<file path="src/rtl/asid_tlb_pkg.sv">
package asid_tlb_pkg;

  typedef enum logic [1:0] {
    FILL_NONE   = 2'd0,
    FILL_UPDATE = 2'd1,
    FILL_FREE   = 2'd2,
    FILL_EVICT  = 2'd3
  } fill_kind_e;

endpackage

</file>
<file path="src/rtl/asid_tlb_match.sv">
module asid_tlb_match #(
  parameter int N      = 8,
  parameter int VPN_W  = 20,
  parameter int ASID_W = 8,
  localparam int IDX_W = (N > 1) ? $clog2(N) : 1
) (
  input  logic [N-1:0]        vld,
  input  logic [N*VPN_W-1:0]  tag_vpn,
  input  logic [N*ASID_W-1:0] tag_asid,
  input  logic [VPN_W-1:0]    key_vpn,
  input  logic [ASID_W-1:0]   key_asid,
  output logic                any,
  output logic [IDX_W-1:0]    idx
);

  logic [N-1:0] hitv;

  // Parallel comparators, one per entry
  for (genvar g = 0; g < N; g++) begin : g_cmp
    assign hitv[g] = vld[g]
                   && (tag_vpn[g*VPN_W +: VPN_W] == key_vpn)
                   && (tag_asid[g*ASID_W +: ASID_W] == key_asid);
  end

  // Lowest index wins
  always_comb begin
    any = |hitv;
    idx = '0;
    for (int i = N - 1; i >= 0; i--) begin
      if (hitv[i]) idx = IDX_W'(i);
    end
  end

endmodule

</file>
<file path="src/rtl/asid_tlb_store.sv">
module asid_tlb_store #(
  parameter int N      = 8,
  parameter int VPN_W  = 20,
  parameter int PFN_W  = 20,
  parameter int ASID_W = 8,
  localparam int IDX_W = (N > 1) ? $clog2(N) : 1
) (
  input  logic                clk,
  input  logic                rst_n,
  input  logic                flush_all,
  input  logic                flush_one,
  input  logic [ASID_W-1:0]   flush_asid,
  input  logic                wr_en,
  input  logic [IDX_W-1:0]    wr_idx,
  input  logic [VPN_W-1:0]    wr_vpn,
  input  logic [ASID_W-1:0]   wr_asid,
  input  logic [PFN_W-1:0]    wr_pfn,
  output logic [N-1:0]        vld_q,
  output logic [N-1:0]        vld_post,
  output logic [N*VPN_W-1:0]  tag_vpn,
  output logic [N*ASID_W-1:0] tag_asid,
  output logic [N*PFN_W-1:0]  data_pfn
);

  logic [N-1:0] vld_d;
  logic [N-1:0] wr_sel;

  for (genvar g = 0; g < N; g++) begin : g_ent
    logic [VPN_W-1:0]  vpn_q;
    logic [ASID_W-1:0] asid_q;
    logic [PFN_W-1:0]  pfn_q;

    assign wr_sel[g] = wr_en && (wr_idx == IDX_W'(g));

    // Flush is applied before any write of this cycle
    assign vld_post[g] = vld_q[g] && !flush_all
                       && !(flush_one && (asid_q == flush_asid));

    // Payload: no reset, written under clock enable
    always_ff @(posedge clk) begin
      if (wr_sel[g]) begin
        vpn_q  <= wr_vpn;
        asid_q <= wr_asid;
        pfn_q  <= wr_pfn;
      end
    end

    assign tag_vpn[g*VPN_W +: VPN_W]    = vpn_q;
    assign tag_asid[g*ASID_W +: ASID_W] = asid_q;
    assign data_pfn[g*PFN_W +: PFN_W]   = pfn_q;
  end

  always_comb begin
    vld_d = vld_post | wr_sel;
  end

  always_ff @(posedge clk or negedge rst_n) begin
    if (!rst_n) vld_q <= '0;
    else        vld_q <= vld_d;
  end

endmodule

</file>
<file path="src/rtl/asid_tlb_victim.sv">
module asid_tlb_victim
  import asid_tlb_pkg::*;
#(
  parameter int N = 8,
  localparam int IDX_W = (N > 1) ? $clog2(N) : 1
) (
  input  logic             clk,
  input  logic             rst_n,
  input  logic             fill_valid,
  input  logic [N-1:0]     vld_post,
  input  logic             dup_any,
  input  logic [IDX_W-1:0] dup_idx,
  output logic             wr_en,
  output logic [IDX_W-1:0] wr_idx
);

  fill_kind_e       kind;
  logic             free_any;
  logic [IDX_W-1:0] free_idx;
  logic [IDX_W-1:0] rr_q, rr_d;
  logic             rr_en;

  // Lowest free slot
  always_comb begin
    free_any = ~&vld_post;
    free_idx = '0;
    for (int i = N - 1; i >= 0; i--) begin
      if (!vld_post[i]) free_idx = IDX_W'(i);
    end
  end

  always_comb begin
    kind   = FILL_NONE;
    wr_idx = rr_q;
    if (fill_valid) begin
      if (dup_any) begin
        kind   = FILL_UPDATE;
        wr_idx = dup_idx;
      end else if (free_any) begin
        kind   = FILL_FREE;
        wr_idx = free_idx;
      end else begin
        kind   = FILL_EVICT;
        wr_idx = rr_q;
      end
    end
    wr_en = (kind != FILL_NONE);
  end

  // Round-robin pointer: moves only on an eviction
  always_comb begin
    rr_en = (kind == FILL_EVICT);
    rr_d  = (rr_q == IDX_W'(N - 1)) ? '0 : rr_q + IDX_W'(1);
  end

  always_ff @(posedge clk or negedge rst_n) begin
    if (!rst_n)     rr_q <= '0;
    else if (rr_en) rr_q <= rr_d;
  end

endmodule

</file>
<file path="src/rtl/asid_tlb.sv">
module asid_tlb #(
  parameter int VA_W    = 32,
  parameter int PA_W    = 32,
  parameter int OFS_W   = 12,
  parameter int ASID_W  = 8,
  parameter int ENTRIES = 8,
  localparam int VPN_W  = VA_W - OFS_W,
  localparam int PFN_W  = PA_W - OFS_W,
  localparam int IDX_W  = (ENTRIES > 1) ? $clog2(ENTRIES) : 1
) (
  input  logic              clk,
  input  logic              rst_n,
  input  logic              lk_valid,
  input  logic [VA_W-1:0]   lk_vaddr,
  input  logic [ASID_W-1:0] lk_asid,
  output logic              lk_hit,
  output logic              lk_miss,
  output logic [PA_W-1:0]   lk_paddr,
  input  logic              fill_valid,
  input  logic [VPN_W-1:0]  fill_vpn,
  input  logic [ASID_W-1:0] fill_asid,
  input  logic [PFN_W-1:0]  fill_pfn,
  input  logic              flush_all,
  input  logic              flush_one,
  input  logic [ASID_W-1:0] flush_asid
);

  logic [ENTRIES-1:0]        vld_q, vld_post;
  logic [ENTRIES*VPN_W-1:0]  tag_vpn;
  logic [ENTRIES*ASID_W-1:0] tag_asid;
  logic [ENTRIES*PFN_W-1:0]  data_pfn;
  logic                      lk_any, dup_any, wr_en;
  logic [IDX_W-1:0]          lk_idx, dup_idx, wr_idx;
  logic [PFN_W-1:0]          hit_pfn;

  asid_tlb_match #(.N(ENTRIES), .VPN_W(VPN_W), .ASID_W(ASID_W)) u_lk_match (
    .vld      (vld_q),
    .tag_vpn  (tag_vpn),
    .tag_asid (tag_asid),
    .key_vpn  (lk_vaddr[VA_W-1:OFS_W]),
    .key_asid (lk_asid),
    .any      (lk_any),
    .idx      (lk_idx)
  );

  // Duplicate search against the post-flush contents
  asid_tlb_match #(.N(ENTRIES), .VPN_W(VPN_W), .ASID_W(ASID_W)) u_fill_match (
    .vld      (vld_post),
    .tag_vpn  (tag_vpn),
    .tag_asid (tag_asid),
    .key_vpn  (fill_vpn),
    .key_asid (fill_asid),
    .any      (dup_any),
    .idx      (dup_idx)
  );

  asid_tlb_victim #(.N(ENTRIES)) u_victim (
    .clk        (clk),
    .rst_n      (rst_n),
    .fill_valid (fill_valid),
    .vld_post   (vld_post),
    .dup_any    (dup_any),
    .dup_idx    (dup_idx),
    .wr_en      (wr_en),
    .wr_idx     (wr_idx)
  );

  asid_tlb_store #(.N(ENTRIES), .VPN_W(VPN_W), .PFN_W(PFN_W), .ASID_W(ASID_W)) u_store (
    .clk        (clk),
    .rst_n      (rst_n),
    .flush_all  (flush_all),
    .flush_one  (flush_one),
    .flush_asid (flush_asid),
    .wr_en      (wr_en),
    .wr_idx     (wr_idx),
    .wr_vpn     (fill_vpn),
    .wr_asid    (fill_asid),
    .wr_pfn     (fill_pfn),
    .vld_q      (vld_q),
    .vld_post   (vld_post),
    .tag_vpn    (tag_vpn),
    .tag_asid   (tag_asid),
    .data_pfn   (data_pfn)
  );

  always_comb begin
    hit_pfn  = data_pfn[lk_idx*PFN_W +: PFN_W];
    lk_hit   = lk_valid && lk_any;
    lk_miss  = lk_valid && !lk_any;
    lk_paddr = {hit_pfn, lk_vaddr[OFS_W-1:0]};
  end

endmodule

</file>
<file path="config.mk">
export PLATFORM = sky130hd
export DESIGN_NAME = asid_tlb
export DESIGN_NICKNAME = d
export VERILOG_FILES = /design/src/rtl/asid_tlb_pkg.sv /design/src/rtl/asid_tlb_match.sv /design/src/rtl/asid_tlb_store.sv /design/src/rtl/asid_tlb_victim.sv /design/src/rtl/asid_tlb.sv
export SDC_FILE = /design/constraint.sdc
export NUM_CORES = 1
export LEC_CHECK = 0
export ABC_AREA = 1
export CORE_ASPECT_RATIO = 0.7
export CORE_MARGIN = 2
export CORE_UTILIZATION = 48
export CTS_CLUSTER_DIAMETER = 30
export CTS_CLUSTER_SIZE = 20
export DETAILED_ROUTE_END_ITERATION = 6
export GPL_TIMING_DRIVEN = 0
export PLACE_DENSITY_LB_ADDON = 0.08
export SETUP_SLACK_MARGIN = 0.1
export SLEW_MARGIN = 20
export SYNTH_ARGS = -nofsm -noshare
export SYNTH_HDL_FRONTEND = slang
export SYNTH_SLANG_ARGS = --single-unit
</file>
<file path="constraint.sdc">
create_clock -name clk -period 6 [get_ports clk]
set_input_delay 0.6 -clock clk [delete_from_list [all_inputs] [get_ports clk]]
set_output_delay 0.6 -clock clk [all_outputs]
set_load 0.02 [all_outputs]
</file>
==> impl_metrics.env, run 1 <==
export IMPL_synthCells=2586
export IMPL_htreeDepth=3
export IMPL_max_stage_delay_ns=0.70
export IMPL_cp_end_kind="primary output"
export IMPL_synth_top_family_by_area="simple AND/OR/NAND/NOR gates"
export IMPL_track_usage_pct=40.8
export IMPL_drt_initial_drc_count=3656
export IMPL_rsz0062_at_grt="no"
export IMPL_ff2ff_setup_slack_ns=1.76
export IMPL_path_clk_slew_ns=0.06
export IMPL_syn_avg_cell_area_um2=8.75
export IMPL_dieArea_um2=48900
export IMPL_yosys_warnings=0
export IMPL_drv_cap=0
export IMPL_grt_pass1_vias=19617
export IMPL_path_depth=16
export IMPL_cp_arrival_ns=5.21
export IMPL_cts_tree="yes"
export IMPL_finalWirelength_mm=101
export IMPL_die_x_um=263
export IMPL_initial_core_util_pct=48.7
export IMPL_core_area_um2=46500
export IMPL_slowest_stage="clkdlybuf4s50_1"
export IMPL_status="complete, no violations"
export IMPL_synthArstFlopShare_pct=2.78
export IMPL_grt_max_degree=49
export IMPL_hpwlAfterDp_mm=75.3
export IMPL_finalCriticalPeriod_ns=5.81
export IMPL_min_period_over_period_pct=96.8
export IMPL_r2r_end="u_store.g_ent[4].vpn_q[1]"
export IMPL_cts_max_path_buffers=3
export IMPL_dp_slack_ns=0.144
export IMPL_startpoint="lk_vaddr[25]"
export IMPL_die_h_um=186
export IMPL_cts_sinks=395
export IMPL_cts_resized=0
export IMPL_ir_drop_mv=0.254
export IMPL_critPathTopFamily="buffers and inverters"
export IMPL_power_density_nw_per_um2=310
export IMPL_cts_hold_buf=0
export IMPL_layout_commonest_cell="nand2_1"
export IMPL_synth_simple_gate_area_share_pct=25.4
export IMPL_slew_viol_final=0
export IMPL_fin_worst_skew_ns=0.0198
export IMPL_drc_errors=0
export IMPL_setup_viol=0
export IMPL_synth_seq_cells=395
export IMPL_root_buffer="clkbuf_16"
export IMPL_routedWlPerCell_um=29.1
export IMPL_hold_class="primary input to async pin"
export IMPL_synthToLayoutAreaGrowth_pct=20.4
export IMPL_grt_pass1_wl_mm=139
export IMPL_synth_seq_area_share_pct=52.2
export IMPL_drive_gt1_share_pct=10.3
export IMPL_endpoint="lk_paddr[19]"
export IMPL_whs_ns=0.427
export IMPL_cp_required_ns=5.40
export IMPL_critPathKind="primary input to primary output"
export IMPL_netlist_area_um2=22600
export IMPL_place_congestion=1.03
export IMPL_crit_fanout=10
export IMPL_crit_top_cell="nand2_1"
export IMPL_routed_via_count=21006
export IMPL_gr_total_overflow=0
export IMPL_clock_latency_ns=0.63
export IMPL_synthAdderAreaFrac_pct=0.111
export IMPL_worst_slew_pin_slew_ns=1.04
export IMPL_slew_headroom_pct=30.6
export IMPL_rows=66
export IMPL_synth_mux_area_share_pct=0
export IMPL_crit_chain="clkdlybuf4s50_1 > inv_2 > buf_2 > o22ai_1 > nor2_1 > nand2_1 > nor3_1 > nand3_1 > nand2_1 > nor3_1 > inv_1 > clkbuf_1 > nand3_1 > nand2_1 > inv_1 > clkdlybuf4s50_1"
export IMPL_nets=2877
export IMPL_setup_ws_ns=0.192
export IMPL_ys_flop_type="edfxtp_1"
export IMPL_synth_compound_area_share_pct=4.35
export IMPL_syn_num_nets=2690
export IMPL_detail_route_antenna_nets=0
export IMPL_cts_made_buffers=82
export IMPL_cts_setup_buffers=0
export IMPL_p_leak_nw=11.1
export IMPL_dr_pass1_iters=6
export IMPL_postLayoutCoreUtil_pct=58.6
export IMPL_synth_edf_count=384
export IMPL_io_pins=136
export IMPL_avgViaCountPerCell=6.08
export IMPL_worstRegToRegCells=12
export IMPL_synth_xor_area_share_pct=9.52
export IMPL_hold_violations=0
export IMPL_r2r_start="u_store.g_ent[6].asid_q[7]"
export IMPL_yosysUniqueCellTypes=41
export IMPL_fillers=4036
export IMPL_final_cell_mix="nand2_1, edfxtp_1, inv_1"
export IMPL_antenna_found_initial=3
export IMPL_clock_fmax_ghz=0.172
export IMPL_portBuffers=102
export IMPL_critical_path_buf_inv_count=7
export IMPL_cp_start_kind="primary input"
[state kept, by name, summed over array words and instances (netlist names)]
name	count
u_store.g_ent.asid_q	64
u_store.g_ent.pfn_q	160
u_store.g_ent.vpn_q	160
u_store.vld_q	8
u_victim.rr_q	3
[cell usage after synthesis (5+ instances only)]
| cell type | number | area [um2] |
|---|---|---|
| a21oi_1 | 21 | 105 |
| nand3_1 | 238 | 1190 |
| buf_2 | 78 | 390 |
| inv_2 | 29 | 109 |
| nor3_1 | 31 | 155 |
| o21ai_1 | 21 | 105 |
| a221oi_1 | 5 | 43.8 |
| nand2_1 | 652 | 2450 |
| buf_4 | 21 | 158 |
| dfrtp_1 | 11 | 275 |
| xor2_1 | 65 | 569 |
| clkbuf_1 | 9 | 33.8 |
| or2_2 | 12 | 75.1 |
| nand3b_1 | 44 | 330 |
| edfxtp_1 | 384 | 11500 |
| nor4_1 | 16 | 100 |
| xnor2_1 | 181 | 1590 |
| inv_1 | 320 | 1200 |
| o21ai_0 | 59 | 295 |
| nand4_1 | 69 | 432 |
| o22ai_1 | 50 | 313 |
| and3_1 | 5 | 31.3 |
| nor2_1 | 226 | 848 |
[how the worst min path moves through the flow]
stage,end,slack (ns),cells past startpoint
after floorplan,u_store.vld_q[0],0.30,0
after global placement,u_victim.rr_q[1],0.50,2
after detailed placement,u_victim.rr_q[1],0.53,2
after CTS,u_victim.rr_q[2],0.41,1
after global routing,u_victim.rr_q[1],0.43,1
final,u_victim.rr_q[1],0.43,1
[metrics by stage]
| step | TNS (ns) | area [um2] | power, W | std cells |
|---|---|---|---|---|
| 6_report | 0 | 27200 | 0.00844 | 3454 |
| 5_1_grt | 0 | 27200 | 0.00859 | 3453 |
| 4_1_cts | 0 | 27200 | 0.00839 | 3453 |
| 3_5_place_dp | 0 | 24500 | 0.00386 | 3301 |
| 3_3_place_gp | -286.05 | 24400 | 0.00386 | 3300 |
| 2_1_floorplan | 0 | 22600 | 0.00349 | 2586 |
[power breakdown]
part           total, W  leakage (nW)  internal, W  switching, W
Sequential      0.00310          3.64      0.00307     0.0000246
Clock           0.00459          1.37      0.00293       0.00166
Combinational  0.000754          6.12     0.000218      0.000537
Total           0.00844          11.1      0.00622       0.00222
[cell families (layout without fill, tap and decap cells)]
family          Yosys count  count (layout)
compound gates          171             171
xor+xnor                246             246
fa+ha+maj                 2               2
buf+inv                 458             713
flops                   395             395
other cells               0               1
simple gates           1314            1314
[per-layer routing]
metal  routed length [um]  global-route usage [%]  part of all wire, %
met5                    0                       0                    0
met4                 4910                    17.3                  4.9
met3                15900                    13.5                   16
met2                39300                    56.7                   39
met1                40500                    58.1                   40
[cell type report]
class / instances / area, um2 / share of cell area (%)
Tap cell: 612 / 766 / 2.81
Clock buffer: 83 / 2060 / 7.55
Timing Repair Buffer: 103 / 1050 / 3.85
Sequential cell: 395 / 11800 / 43.3
Multi-Input combinational cell: 1733 / 8920 / 32.7
Clock inverter: 69 / 728 / 2.67
Inverter: 350 / 1330 / 4.90
Antenna cell: 1 / 2.50 / 0.00919
Buffer: 108 / 582 / 2.14
No activity file was read; power rests on OpenSTA's default activity.
==> run 2, diff against run 1 <==
- CTS_CLUSTER_DIAMETER: 30 -> 40
- SKIP_LAST_GASP: unset -> 1
==> impl_metrics.env, run 2 (synthesis results as in run 1) <==
export IMPL_status="complete, no violations"
export IMPL_cp_start_kind="primary input"
export IMPL_place_congestion=1.03
export IMPL_rows=66
export IMPL_slew_headroom_pct=33.4
export IMPL_clock_fmax_ghz=0.174
export IMPL_p_leak_nw=10.7
export IMPL_cts_resized=0
export IMPL_htreeDepth=2
export IMPL_root_buffer="clkbuf_16"
export IMPL_layout_commonest_cell="nand2_1"
export IMPL_cts_tree="yes"
export IMPL_final_cell_mix="nand2_1, edfxtp_1, inv_1"
export IMPL_cp_required_ns=5.40
export IMPL_initial_core_util_pct=48.7
export IMPL_drive_gt1_share_pct=8.82
export IMPL_io_pins=136
export IMPL_clock_latency_ns=0.61
export IMPL_finalWirelength_mm=99.3
export IMPL_ir_drop_mv=0.259
export IMPL_worst_slew_pin_slew_ns=0.995
export IMPL_track_usage_pct=40.3
export IMPL_avgViaCountPerCell=6.06
export IMPL_cp_end_kind="primary output"
export IMPL_worstRegToRegCells=16
export IMPL_min_period_over_period_pct=95.6
export IMPL_drt_initial_drc_count=3691
export IMPL_hold_class="primary input to async pin"
export IMPL_critPathKind="primary input to primary output"
export IMPL_cts_made_buffers=53
export IMPL_drc_errors=0
export IMPL_detail_route_antenna_nets=0
export IMPL_crit_fanout=10
export IMPL_swShare_pct=27.2
export IMPL_nets=2848
export IMPL_dr_pass1_iters=6
export IMPL_finalInstanceArea_um2=26400
export IMPL_cts_max_path_buffers=3
export IMPL_placed_cells=3301
export IMPL_dp_slack_ns=0.144
export IMPL_p_switching_w=0.00198
export IMPL_pwr_share_comb_pct=10.3
export IMPL_cp_arrival_ns=5.13
export IMPL_grt_max_degree=49
export IMPL_p_seq_share_pct=42.3
export IMPL_routedWlPerCell_um=29.2
export IMPL_setup_ws_ns=0.267
export IMPL_layout_cells_non_filler=3403
export IMPL_synthToLayoutAreaGrowth_pct=16.6
export IMPL_ff2ff_setup_slack_ns=1.80
export IMPL_p_int_w=0.00532
export IMPL_gr_total_overflow=0
export IMPL_core_area_um2=46500
export IMPL_die_h_um=186
export IMPL_startpoint="lk_vaddr[15]"
export IMPL_crit_chain="clkdlybuf4s50_1 > inv_2 > buf_2 > o22ai_1 > nor2_1 > nand4_1 > nor3_1 > nand3_1 > nand2_1 > nor3_1 > inv_1 > clkbuf_1 > nand3_1 > nand2_1 > inv_1 > clkdlybuf4s50_1"
export IMPL_use_met1_pct=57.7
export IMPL_top_usage_layer="met1"
export IMPL_setup_viol=0
export IMPL_use_met2_pct=56.0
export IMPL_endpoint="lk_paddr[19]"
export IMPL_die_x_um=263
export IMPL_dieArea_um2=48900
export IMPL_r2r_start="u_store.g_ent[6].asid_q[7]"
export IMPL_drv_cap=0
export IMPL_cts_setup_buffers=0
export IMPL_fin_worst_skew_ns=0.0273
export IMPL_path_clk_slew_ns=0.07
export IMPL_power_density_nw_per_um2=277
export IMPL_slowest_stage="clkdlybuf4s50_1"
export IMPL_cts_sinks=395
export IMPL_clockPowerShare_pct=47.3
export IMPL_antenna_found_initial=4
export IMPL_portBuffers=102
export IMPL_finalCriticalPeriod_ns=5.73
export IMPL_r2r_end="u_store.g_ent[3].vpn_q[4]"
export IMPL_placedInstanceArea_um2=24500
export IMPL_reg_top3="u_store.g_ent.pfn_q (160), u_store.g_ent.vpn_q (160), u_store.g_ent.asid_q (64)"
export IMPL_routed_via_count=20634
export IMPL_max_stage_delay_ns=0.66
export IMPL_slew_viol_final=0
export IMPL_cts_hold_buf=0
export IMPL_hold_violations=0
export IMPL_rsz0062_at_grt="no"
export IMPL_grt_pass1_vias=19136
export IMPL_grt_met3_usage_pct=13.4
export IMPL_grt_pass1_wl_mm=137
export IMPL_hpwlAfterDp_mm=75.3
## run 2: cell types whose count changed in the layout (fill, tap and decap cells not counted), moves of 3 or more
cell / change
clkbuf_16: -27
clkinv_1: -6
clkinv_2: -14
clkinv_4: -13
clkinv_8: +4
clkinvlp_4: +4
inv_8: +3
## run 2: worst min path at each step
stage                startpoint          endpoint  slack [ns]  depth (start not counted)
2_1_floorplan             rst_n  u_store.vld_q[0]        0.30                          0
3_3_place_gp   u_victim.rr_q[1]  u_victim.rr_q[1]        0.50                          2
3_5_place_dp   u_victim.rr_q[1]  u_victim.rr_q[1]        0.53                          2
4_1_cts                   rst_n  u_store.vld_q[4]        0.42                          1
5_1_grt                   rst_n  u_store.vld_q[4]        0.46                          1
6_report                  rst_n  u_store.vld_q[7]        0.45                          1
## run 2: area by class of cell
class	instances	area, um2
clock buffers	58	1390
repair buffers	103	1050
plain buffers	108	582
clock inverters	42	536
well taps	612	766
multi-input cells	1733	8920
flip-flops and latches	395	11800
diodes	2	5.00
fillers	4122	20100
inverters	350	1330
## run 2: through the flow
step | hold WS, ns | utilization [%] | power [W] | TNS, ns
finish | 0.448 | 56.7 | 0.00730 | 0
floorplan | 0.304 | - | 0.00349 | 0
CTS | 0.416 | 56.7 | 0.00726 | 0
global placement | 0.503 | 52.5 | 0.00386 | -286.05
detailed placement | 0.526 | 52.6 | 0.00386 | 0
global route | 0.460 | 56.7 | 0.00744 | 0
## run 2: layer usage
| metal | wire [um] | vias up |
|---|---|---|
| met2 | 39000 | 1692 |
| met5 | 14 | - |
| met4 | 4380 | 2 |
| li1 | - | 8870 |
| met1 | 39800 | 9827 |
| met3 | 16000 | 243 |
## run 2: critical path: cells and delay by family
| kind | cells | cell delay, ns |
|---|---|---|
| AO/OA/AOI/OAI | 1 | 0.17 |
| buffers and inverters | 7 | 2.60 |
| AND/OR/NAND/NOR | 8 | 1.74 |
## run 2: power groups by stage
stage,sequential (W),clock [W],combinational (W)
after floorplan,0.00314,0,0.000354
after global placement,0.00315,0,0.000710
after detailed placement,0.00315,0,0.000713
after CTS,0.00309,0.00346,0.000716
after global routing,0.00309,0.00357,0.000776
final,0.00309,0.00346,0.000754
